File: src/rtl/fwd_pkg.sv
package fwd_pkg;

  typedef enum logic [3:0] {
    CLS_NONE   = 4'd0,
    CLS_ALU    = 4'd1,
    CLS_LOAD   = 4'd2,
    CLS_STORE  = 4'd3,
    CLS_LINK   = 4'd4,
    CLS_S2I    = 4'd5,
    CLS_I2S    = 4'd6,
    CLS_JUMP   = 4'd7,
    CLS_BRANCH = 4'd8,
    CLS_TRAP   = 4'd9
  } op_cls_e;

  localparam logic [1:0] DSEL_RF   = 2'd0;
  localparam logic [1:0] DSEL_EXR  = 2'd1;
  localparam logic [1:0] DSEL_MEMR = 2'd2;
  localparam logic [1:0] DSEL_LD   = 2'd3;

  localparam logic [1:0] XSEL_LAT  = 2'd0;
  localparam logic [1:0] XSEL_EXR  = 2'd1;
  localparam logic [1:0] XSEL_LD   = 2'd2;
  localparam logic [1:0] XSEL_LD1  = 2'd3;

  // producer classes that write a destination register
  function automatic logic cls_writes(input logic [3:0] c);
    return (c == CLS_ALU) || (c == CLS_LOAD) || (c == CLS_LINK) || (c == CLS_S2I);
  endfunction

  // first operand eligible for bypass
  function automatic logic cls_fwd_first(input logic [3:0] c);
    return (c == CLS_ALU) || (c == CLS_LOAD) || (c == CLS_STORE) || (c == CLS_I2S);
  endfunction

  // second operand eligible for bypass
  function automatic logic cls_fwd_second(input logic [3:0] c, input logic imm);
    return ((c == CLS_ALU) && !imm) || (c == CLS_STORE);
  endfunction

  function automatic logic cls_is_load(input logic [3:0] c);
    return c == CLS_LOAD;
  endfunction

endpackage

File: src/rtl/fwd_load_align.sv
module fwd_load_align #(
  parameter int DW = 32
) (
  input  logic [DW-1:0] raw,
  input  logic [1:0]    sz,
  input  logic          sgn,
  output logic [DW-1:0] val
);
  localparam int BW = 8;
  localparam int HW = 16;

  function automatic logic [DW-1:0] widen(input logic [DW-1:0] r,
                                          input logic [1:0] s,
                                          input logic sg);
    logic [DW-1:0] o;
    case (s)
      2'd0:    o = {{(DW-BW){sg & r[BW-1]}}, r[BW-1:0]};
      2'd1:    o = {{(DW-HW){sg & r[HW-1]}}, r[HW-1:0]};
      default: o = r;
    endcase
    return o;
  endfunction

  assign val = widen(raw, sz, sgn);

  always_comb begin

    if (sz == 2'd0 && !sgn)
      byte_zero_ext_chk: assert (val[DW-1:BW] == '0 && val[BW-1:0] == raw[BW-1:0])
        else $error("byte zero-extend mismatch");
  end
endmodule

File: src/rtl/fwd_dec_pick.sv
module fwd_dec_pick
  import fwd_pkg::*;
#(
  parameter int DW = 32,
  parameter int RW = 5
) (
  input  logic          use_op,
  input  logic [RW-1:0] src,
  input  logic          p2_prod,
  input  logic [RW-1:0] p2_dst,
  input  logic          p3_prod,
  input  logic          p3_ld,
  input  logic [RW-1:0] p3_dst,
  input  logic [DW-1:0] rf_val,
  input  logic [DW-1:0] c_val,
  input  logic [DW-1:0] c1_val,
  input  logic [DW-1:0] ld_val,
  output logic [1:0]    sel,
  output logic [DW-1:0] val
);
  logic src_live, hit2, hit3;

  assign src_live = use_op && (src != '0);
  assign hit2     = src_live && p2_prod && (src == p2_dst);
  assign hit3     = src_live && p3_prod && (src == p3_dst);

  always_comb begin
    sel = DSEL_RF;
    if (hit2)      sel = DSEL_EXR;
    else if (hit3) sel = p3_ld ? DSEL_LD : DSEL_MEMR;
  end

  always_comb begin
    case (sel)
      DSEL_EXR:  val = c_val;
      DSEL_MEMR: val = c1_val;
      DSEL_LD:   val = ld_val;
      default:   val = rf_val;
    endcase
  end

  always_comb begin

    if (sel == DSEL_MEMR)
      dec_memr_older_chk: assert (!hit2 && val == c1_val)
        else $error("memory-stage pick with younger match");
  end
endmodule

File: src/rtl/fwd_ex_pick.sv
module fwd_ex_pick
  import fwd_pkg::*;
#(
  parameter int DW = 32,
  parameter int RW = 5
) (
  input  logic          use_op,
  input  logic [RW-1:0] src,
  input  logic          p2_prod,
  input  logic [RW-1:0] p2_dst,
  input  logic          p3_prod,
  input  logic          p3_ld,
  input  logic [RW-1:0] p3_dst,
  input  logic          p4_prod,
  input  logic          p4_ld,
  input  logic [RW-1:0] p4_dst,
  input  logic [DW-1:0] lat_val,
  input  logic [DW-1:0] c_val,
  input  logic [DW-1:0] ld_val,
  input  logic [DW-1:0] ld1_val,
  output logic [1:0]    sel,
  output logic [DW-1:0] val
);
  logic src_live, hit2, hit3, hit4;

  assign src_live = use_op && (src != '0);
  assign hit2     = src_live && p2_prod && (src == p2_dst);
  assign hit3     = src_live && p3_prod && (src == p3_dst);
  assign hit4     = src_live && p4_prod && (src == p4_dst);

  always_comb begin
    sel = XSEL_LAT;
    if (hit2)               sel = XSEL_EXR;
    else if (hit3)          sel = p3_ld ? XSEL_LD : XSEL_LAT;
    else if (hit4 && p4_ld) sel = XSEL_LD1;
  end

  always_comb begin
    case (sel)
      XSEL_EXR: val = c_val;
      XSEL_LD:  val = ld_val;
      XSEL_LD1: val = ld1_val;
      default:  val = lat_val;
    endcase
  end

  always_comb begin

    if (sel == XSEL_LD)
      ex_ld_src_chk: assert (p3_ld && val == ld_val)
        else $error("load-data pick without stage-3 load");
  end
endmodule

File: src/rtl/fwd_bypass_sel.sv
module fwd_bypass_sel
  import fwd_pkg::*;
#(
  parameter int DW = 32,
  parameter int RW = 5
) (
  input  logic          id_vld,
  input  logic [3:0]    id_cls,
  input  logic          id_imm,
  input  logic [RW-1:0] id_src1,
  input  logic [RW-1:0] id_src2,
  input  logic [DW-1:0] rf_a,
  input  logic [DW-1:0] rf_b,
  input  logic          ex_vld,
  input  logic [3:0]    ex_cls,
  input  logic          ex_imm,
  input  logic [RW-1:0] ex_src1,
  input  logic [RW-1:0] ex_src2,
  input  logic [DW-1:0] lat_a,
  input  logic [DW-1:0] lat_b,
  input  logic          p2_vld,
  input  logic [3:0]    p2_cls,
  input  logic [RW-1:0] p2_dst,
  input  logic          p3_vld,
  input  logic [3:0]    p3_cls,
  input  logic [RW-1:0] p3_dst,
  input  logic [1:0]    p3_lsz,
  input  logic          p3_lsgn,
  input  logic          p4_vld,
  input  logic [3:0]    p4_cls,
  input  logic [RW-1:0] p4_dst,
  input  logic [1:0]    p4_lsz,
  input  logic          p4_lsgn,
  input  logic [DW-1:0] exr_c,
  input  logic [DW-1:0] memr_c1,
  input  logic [DW-1:0] lmdr_q,
  input  logic [DW-1:0] lmdr_d1,
  output logic [1:0]    id_a_sel,
  output logic [1:0]    id_b_sel,
  output logic [DW-1:0] id_a,
  output logic [DW-1:0] id_b,
  output logic [1:0]    ex_a_sel,
  output logic [1:0]    ex_b_sel,
  output logic [DW-1:0] ex_a,
  output logic [DW-1:0] ex_b
);
  localparam int NOPS = 2;

  // producer qualification, brought out for the assertions
  logic p2_prod, p3_prod, p4_prod, p3_ld, p4_ld;
  assign p2_prod = p2_vld && cls_writes(p2_cls);
  assign p3_prod = p3_vld && cls_writes(p3_cls);
  assign p4_prod = p4_vld && cls_writes(p4_cls);
  assign p3_ld   = cls_is_load(p3_cls);
  assign p4_ld   = cls_is_load(p4_cls);

  // adjusted load data for both load-data registers
  logic [DW-1:0] ld3_adj, ld4_adj;
  fwd_load_align #(.DW(DW)) u_al3 (.raw(lmdr_q),  .sz(p3_lsz), .sgn(p3_lsgn), .val(ld3_adj));
  fwd_load_align #(.DW(DW)) u_al4 (.raw(lmdr_d1), .sz(p4_lsz), .sgn(p4_lsgn), .val(ld4_adj));

  // per-operand eligibility
  logic [NOPS-1:0]         id_use, ex_use;
  logic [NOPS-1:0][RW-1:0] id_src, ex_src;
  logic [NOPS-1:0][DW-1:0] rf_v, lat_v;
  logic [NOPS-1:0][1:0]    dsel, xsel;
  logic [NOPS-1:0][DW-1:0] dval, xval;

  assign id_use = {id_vld && cls_fwd_second(id_cls, id_imm), id_vld && cls_fwd_first(id_cls)};
  assign ex_use = {ex_vld && cls_fwd_second(ex_cls, ex_imm), ex_vld && cls_fwd_first(ex_cls)};
  assign id_src = {id_src2, id_src1};
  assign ex_src = {ex_src2, ex_src1};
  assign rf_v   = {rf_b, rf_a};
  assign lat_v  = {lat_b, lat_a};

  for (genvar k = 0; k < NOPS; k++) begin : g_op
    fwd_dec_pick #(.DW(DW), .RW(RW)) u_dec (
      .use_op (id_use[k]),
      .src    (id_src[k]),
      .p2_prod(p2_prod),
      .p2_dst (p2_dst),
      .p3_prod(p3_prod),
      .p3_ld  (p3_ld),
      .p3_dst (p3_dst),
      .rf_val (rf_v[k]),
      .c_val  (exr_c),
      .c1_val (memr_c1),
      .ld_val (ld3_adj),
      .sel    (dsel[k]),
      .val    (dval[k])
    );
    fwd_ex_pick #(.DW(DW), .RW(RW)) u_ex (
      .use_op (ex_use[k]),
      .src    (ex_src[k]),
      .p2_prod(p2_prod),
      .p2_dst (p2_dst),
      .p3_prod(p3_prod),
      .p3_ld  (p3_ld),
      .p3_dst (p3_dst),
      .p4_prod(p4_prod),
      .p4_ld  (p4_ld),
      .p4_dst (p4_dst),
      .lat_val(lat_v[k]),
      .c_val  (exr_c),
      .ld_val (ld3_adj),
      .ld1_val(ld4_adj),
      .sel    (xsel[k]),
      .val    (xval[k])
    );
  end

  assign id_a_sel = dsel[0];
  assign id_b_sel = dsel[1];
  assign id_a     = dval[0];
  assign id_b     = dval[1];
  assign ex_a_sel = xsel[0];
  assign ex_b_sel = xsel[1];
  assign ex_a     = xval[0];
  assign ex_b     = xval[1];

  always_comb begin

    if (id_a_sel == DSEL_EXR)
      dec_young_pick_chk: assert (id_a == exr_c && p2_dst == id_src1 && p2_vld)
        else $error("decode execute-result pick inconsistent");

    if (id_vld && (id_cls == CLS_JUMP || id_cls == CLS_BRANCH || id_cls == CLS_TRAP))
      dec_ctl_nofwd_chk: assert (id_a_sel == DSEL_RF && id_b_sel == DSEL_RF && id_a == rf_a)
        else $error("control-flow consumer took bypass");

    if (id_src1 == '0 && ex_src1 == '0)
      zero_reg_chk: assert (id_a_sel == DSEL_RF && ex_a_sel == XSEL_LAT)
        else $error("register zero matched");

    if (ex_a_sel == XSEL_LD1)
      ex_delayed_load_chk: assert (p4_vld && p4_cls == CLS_LOAD && p4_dst == ex_src1)
        else $error("delayed load pick without stage-4 load");

    if (!p2_vld && !p3_vld && !p4_vld)
      no_producer_chk: assert (id_a_sel == DSEL_RF && id_b_sel == DSEL_RF &&
                               ex_a_sel == XSEL_LAT && ex_b_sel == XSEL_LAT)
        else $error("bypass with no valid producer");
  end
endmodule

File: config.mk
export PLATFORM = sky130hd
export DESIGN_NAME = fwd_bypass_sel
export DESIGN_NICKNAME = d
export VERILOG_FILES = /design/src/rtl/fwd_pkg.sv /design/src/rtl/fwd_load_align.sv /design/src/rtl/fwd_dec_pick.sv /design/src/rtl/fwd_ex_pick.sv /design/src/rtl/fwd_bypass_sel.sv
export SDC_FILE = /design/constraint.sdc
export NUM_CORES = 1
export LEC_CHECK = 0
export BUFFER_PORTS_ARGS = -buffer_cell sky130_fd_sc_hd__buf_2
export CAP_MARGIN = 10
export CORE_AREA = 2 2 176 178
export DETAILED_ROUTE_END_ITERATION = 8
export DIE_AREA = 0 0 178 180
export PLACE_DENSITY = 0.53
export SETUP_SLACK_MARGIN = 0.1
export SLEW_MARGIN = 20
export SYNTH_ARGS = -nofsm -noshare
export SYNTH_HDL_FRONTEND = slang
export SYNTH_SLANG_ARGS = --single-unit
export TNS_END_PERCENT = 50
File: constraint.sdc
create_clock -name vclk -period 5.4
set_input_delay 1.08 -clock vclk [all_inputs]
set_output_delay 1.08 -clock vclk [all_outputs]
set_load 0.05 [all_outputs]
# After elaboration in Yosys (flattened, before gate mapping)
# Cells that the tools add are included.
[word_totals]
reg_bits = 0
latchBits = 0
ramBits = 0
romBits = 0
out_inout_bits = 136
elab_cells = 126
n_memories = 0
[classes]
add_sub_neg = 0
multipliers = 0
div = 0
n_lt_le_gt_ge = 0
n_eq_ne = 44
n_shift = 0
n_mux = 18
bitwise_logic = 4
n_reduce_logical = 60
[ops]
columns = ["operator", "n"]
rows = [
  ["32-bit case mux with 3 select lines", 4],
  ["32-bit case mux with 2 select lines", 2],
  ["5-bit == test", 10],
  ["1-bit logical AND", 35],
  ["4-bit by 3-bit == test with 1-bit output, second input constant", 8],
  ["4-bit by 2-bit == test with 1-bit output, second input constant", 7],
  ["2-bit 2-to-1 mux", 11],
  ["4-bit by 1-bit == test with 1-bit output, second input constant", 5],
  ["5-bit nonzero test", 4],
  ["1-bit logical OR", 17],
  ["2-bit == test, second input constant", 8],
  ["2-bit by 1-bit == test with 1-bit output, second input constant", 6],
  ["1-bit bitwise AND", 4],
  ["2-bit zero test", 2],
  ["1-bit zero test", 2],
  ["1-bit 2-to-1 mux", 1],
]

# Depth between registers and ports, before layout
[depth]
depth_word = 14
mapped_depth = 9
ltp_nobuf = 7

# By module
# Synthesis repeated with hierarchy kept, for this count alone.
[hier_totals]
cells_unflattened = 831
area_unflattened_um2 = 6341.1
[modules_own_cells]
columns = ["module", "instances", "cells_per_inst", "area_each_um2"]
rows = [
  ["fwd_dec_pick", 2, 219, 1694.1],
  ["fwd_ex_pick", 2, 120, 1009.7],
  ["fwd_load_align", 2, 66, 385.4],
  ["fwd_bypass_sel", 1, 21, 162.7],
]

# Worst setup path before layout
# Ideal clock, no wire load.
[synth_timing]
kind = "input port to output port"
start = "input id_src2[0]"
end = "output id_b[20]"
arrival_ns = 3.844
required_time_ns = 4.320
path_slack_ns = 0.476
cell_stages = 7
n_path_buf = 1
cell_sequence = "or4_1 -> o221ai_1 -> or4_1 -> nand2b_1 -> inv_2 -> clkbuf_1 -> a211oi_1"
[synth_between]
elab_chain_cells = 8
word_cells_on_any_way = 14
[synth_rtl]
columns = ["element", "line", "text"]
rows = [
  ["from (decl)", "fwd_bypass_sel.sv:11", "input logic [RW-1:0] id_src2,"],
  ["5-bit nonzero test", "fwd_dec_pick.sv:23", "assign src_live = use_op && (src != '0);"],
  ["1-bit logical AND", "fwd_dec_pick.sv:23", ""],
  ["1-bit logical AND (2 in a row)", "fwd_dec_pick.sv:25", "assign hit3 = src_live && p3_prod && (src == p3_dst);"],
  ["2-bit 2-to-1 mux", "fwd_dec_pick.sv:30", "else if (hit3) sel = p3_ld ? DSEL_LD : DSEL_MEMR;"],
  ["2-bit 2-to-1 mux (*)", "fwd_dec_pick.sv:29", "if (hit2) sel = DSEL_EXR;"],
  ["via id_b_sel[1]", "fwd_bypass_sel.sv:39", "output logic [1:0] id_b_sel,"],
  ["2-bit == test (tied with other cells)", "fwd_dec_pick.sv:34", "case (sel)"],
  ["32-bit case mux with 3 select lines (*)", "fwd_dec_pick.sv:34", ""],
  ["to (decl)", "fwd_bypass_sel.sv:41", "output logic [DW-1:0] id_b,"],
]
# Mark *: on every way through the listed nets, which the timed path passes. The rest lies on a longest branch.

# Worst setup path after layout
[layout_timing]
start = "input p3_cls[0]"
end = "output id_a[28]"
[layout_between]
elab_chain_cells = 11
word_cells_on_any_way = 17
[layout_rtl]
columns = ["element", "line", "text"]
rows = [
  ["from (decl)", "fwd_bypass_sel.sv:25", "input logic [3:0] p3_cls,"],
  ["4-bit by 1-bit == test with 1-bit output or 4-bit by 2-bit == test with 1-bit output (tied branches)", "fwd_pkg.sv:28, fwd_pkg.sv:42", ""],
  ["1-bit logical OR (3 in a row)", "fwd_pkg.sv:28", "return (c == CLS_ALU) || (c == CLS_LOAD) || (c == CLS_LINK) || (c == CLS_S2I);"],
  ["1-bit logical AND", "fwd_bypass_sel.sv:52", "assign p3_prod = p3_vld && cls_writes(p3_cls);"],
  ["1-bit logical AND (2 in a row)", "fwd_dec_pick.sv:25", ""],
  ["2-bit 2-to-1 mux (*)", "fwd_dec_pick.sv:30", ""],
  ["2-bit 2-to-1 mux (*)", "fwd_dec_pick.sv:29", ""],
  ["2-bit == test (tied with other cells)", "fwd_dec_pick.sv:34", ""],
  ["32-bit case mux with 3 select lines (*)", "fwd_dec_pick.sv:34", ""],
  ["to (decl)", "fwd_bypass_sel.sv:40", "output logic [DW-1:0] id_a,"],
]
# Every way passes the cells marked *; elsewhere a longest branch is shown, timed or not.

==> reports/qor.csv <==
metric,value,unit
status,finished clean,
Unique masters post-synth,57,
Post CTS Setup Buffer Count,0,
Worst path max stage delay,0.73,ns
vias after detailed routing,8574,
CP Launch Point,p3_cls[0],
critical path startpoint category,input port,
sequential cells,0,
initial antenna violation count,4,
global-route wire length before repair,56100,um
final-layout clock buffer total,0,
WP buf/inv,3,
sequential share of power,0,
largest family of logic cells by synthesized area,compound AO/OA/AOI/OAI gates,
Core Box Area,0.0302,sq mm
crit end category,output port,
DRT Wirelength,40100,um
CP max FO,27,
drc violations,0,
layout cells sized above 1,0.396,
Synth Warn #,0,
XOR/XNOR share of the synthesized area,0.0878,
hold buffers post-CTS,0,
Sw Share,0.660,
Post-CTS Resized,0,
Final Wtd Congestion,1.01,
Die ar.,0.0320,sq mm
DR WL/cell,23.7,um
most frequent cells in the layout,"450 x buf_2, 145 x nor2_1, 117 x nand2_1, 70 x a21oi_1, 52 x nand3_1",
Hold WC Path Type,input port to output port,
nets,1618,
fin crit share,0.900,
post-DP HPWL,33400,um
First DRT Iteration DRCs,556,
CP arrival,3.78,ns
Gate Count Post-Synth,883,
Max Cap Viol,0,
die width,178,um
dominant cell type by area after synthesis,nor2_1,
adder-cell share of the synthesized area,0,
Worst Tran Pin Value,0.746,ns
DRT Pass-1 Iters,7,
Pleak,3.82,nW
CP top delay family,compound AO/OA/AOI/OAI gates,
Synth-to-Final Area Change,58.8,%
slowest CP cell,or4b_2,
Final Setup Violations,0,
fin worst setup slack,0.539,ns
Overflow after GRT,0,
Total GRT Usage,0.237,
# rows,64,
critical path class,input port to output port,
Tmin final,4.86,ns
worst setup path endpoint,id_a[28],
final cell count without fillers,1692,
Post-Synth Simple-Gate Area,0.369,
area share of the largest cell type after synthesis,0.109,
Compound-Gate Fraction of Synth Area,0.410,
vias in the first global route,8448,
PortBufs,460,
Stages on worst setup path,8,
Seq. cell area,0,sq um
"commonest non-fill, non-tap cell in the layout",buf_2,
Mapped Nets,1207,
"Data required, critical path",4.32,ns
Final TNS setup,0,ns
largest net degree at the start of global routing,67,
DIE HEIGHT,180,um
cells along the critical path,"buf_2, or4b_2, buf_4, a21oi_1, a21oi_1, and2_1, o31ai_1, buf_2",
RSZ-0062 raised after global routing,false,
dpl ws,0.543,ns
Achievable Freq,206,MHz
IO Pins,460,
Comb power frac,1.000,
Psw,0.409,mW
Initial Util,0.165,
count of final hold-check violations,0,
placed cells,1688,
Final ANT Viol Nets,0,
final hold slack,2.52,ns
Mapped Area,0.00499,sq mm
Vias/cell,5.07,
Int Power,0.211,mW
Max rail drop VDD,0.0311,mV
leading post-synthesis cells by cell area,"nor2_1 11%, nand2_1 8.8%, a21oi_1 7.0%",
sequential fraction of the synthesis area,0,
slew margin rel.,0.503,
multiplexer area fraction after synthesis,0.0399,
PwrDens,78.2,mW/mm^2
part of the power in the clock network,0,
Mean Syn Cell Area,5.65,sq um
Slew Limit Fails,0,
## synth_stat cells (8+ instances only)
master and instances:
and2_1 27, o31ai_1 24, a21o_1 27, nor3_1 8
o21bai_1 9, a221oi_1 16, a21oi_1 70, or4_1 8
a31oi_1 24, xor2_1 25, inv_1 28, nand3_1 52
nor2_1 145, a211oi_1 35, buf_2 12, buf_1 9
nand2_1 117, o2bb2ai_1 32, o21ai_0 35, o211ai_1 9
mux2i_1 15, nor3b_1 9, xnor2_1 25, clkbuf_1 59
## logic make-up (layout without fill, tap and decap cells)
family                    count (synthesis)  count (layout)
AOI/OAI and AO/OA                       300             300
muxes                                    19              19
xor gates and xnor gates                 50              50
and+or+nand+nor                         401             401
buffers and inverters                   113             522
other                                     0               4
## layer usage
layer | vias up | routed length, um | track usage
met5 | - | 0 | 0
met4 | 0 | 1770 | 0.0951
met3 | 61 | 2720 | 0.0218
met2 | 537 | 21100 | 0.457
met1 | 3975 | 14500 | 0.261
li1 | 4001 | - | -
## layout make-up
cell class                 instances  area (sq um)
antenna                            4          10.0
fill                            3467         22300
inverter                          29           109
multi-input combinational        770          4540
tap                              396           495
timing repair buffer             493          2760
## power groups by stage
stage / logic, mW / clock network [mW] / registers (mW)
after global routing: 0.657 / 0.0000000745 / 0
after global placement: 0.618 / 0 / 0
after CTS: 0.621 / 0 / 0
after floorplan: 0.335 / 0 / 0
after detailed placement: 0.618 / 0 / 0
final: 0.619 / 0.0000000994 / 0
## worst min path at each step
stage	start	to	slack [ns]	cells past startpoint
floorplan	lat_b[20]	ex_b[20]	2.38	1
global placement	lat_b[16]	ex_b[16]	2.52	3
detailed placement	lat_b[16]	ex_b[16]	2.52	3
CTS	lat_b[16]	ex_b[16]	2.52	3
global route	lat_b[16]	ex_b[16]	2.53	3
finish	lat_b[16]	ex_b[16]	2.52	3
## tightest hold or removal path, stage by stage
cell and delay [ns]:
buf_2 0.08, a21o_1 0.14, buf_12 0.14
## through the flow
step	cell area, sq um	power, mW	util
floorplan	4990	0.335	-
global placement	7910	0.618	0.262
detailed placement	7910	0.618	0.262
CTS	7910	0.621	0.262
global route	7920	0.657	0.262
finish	7920	0.619	0.262
No activity file was read; power rests on OpenSTA's default activity.
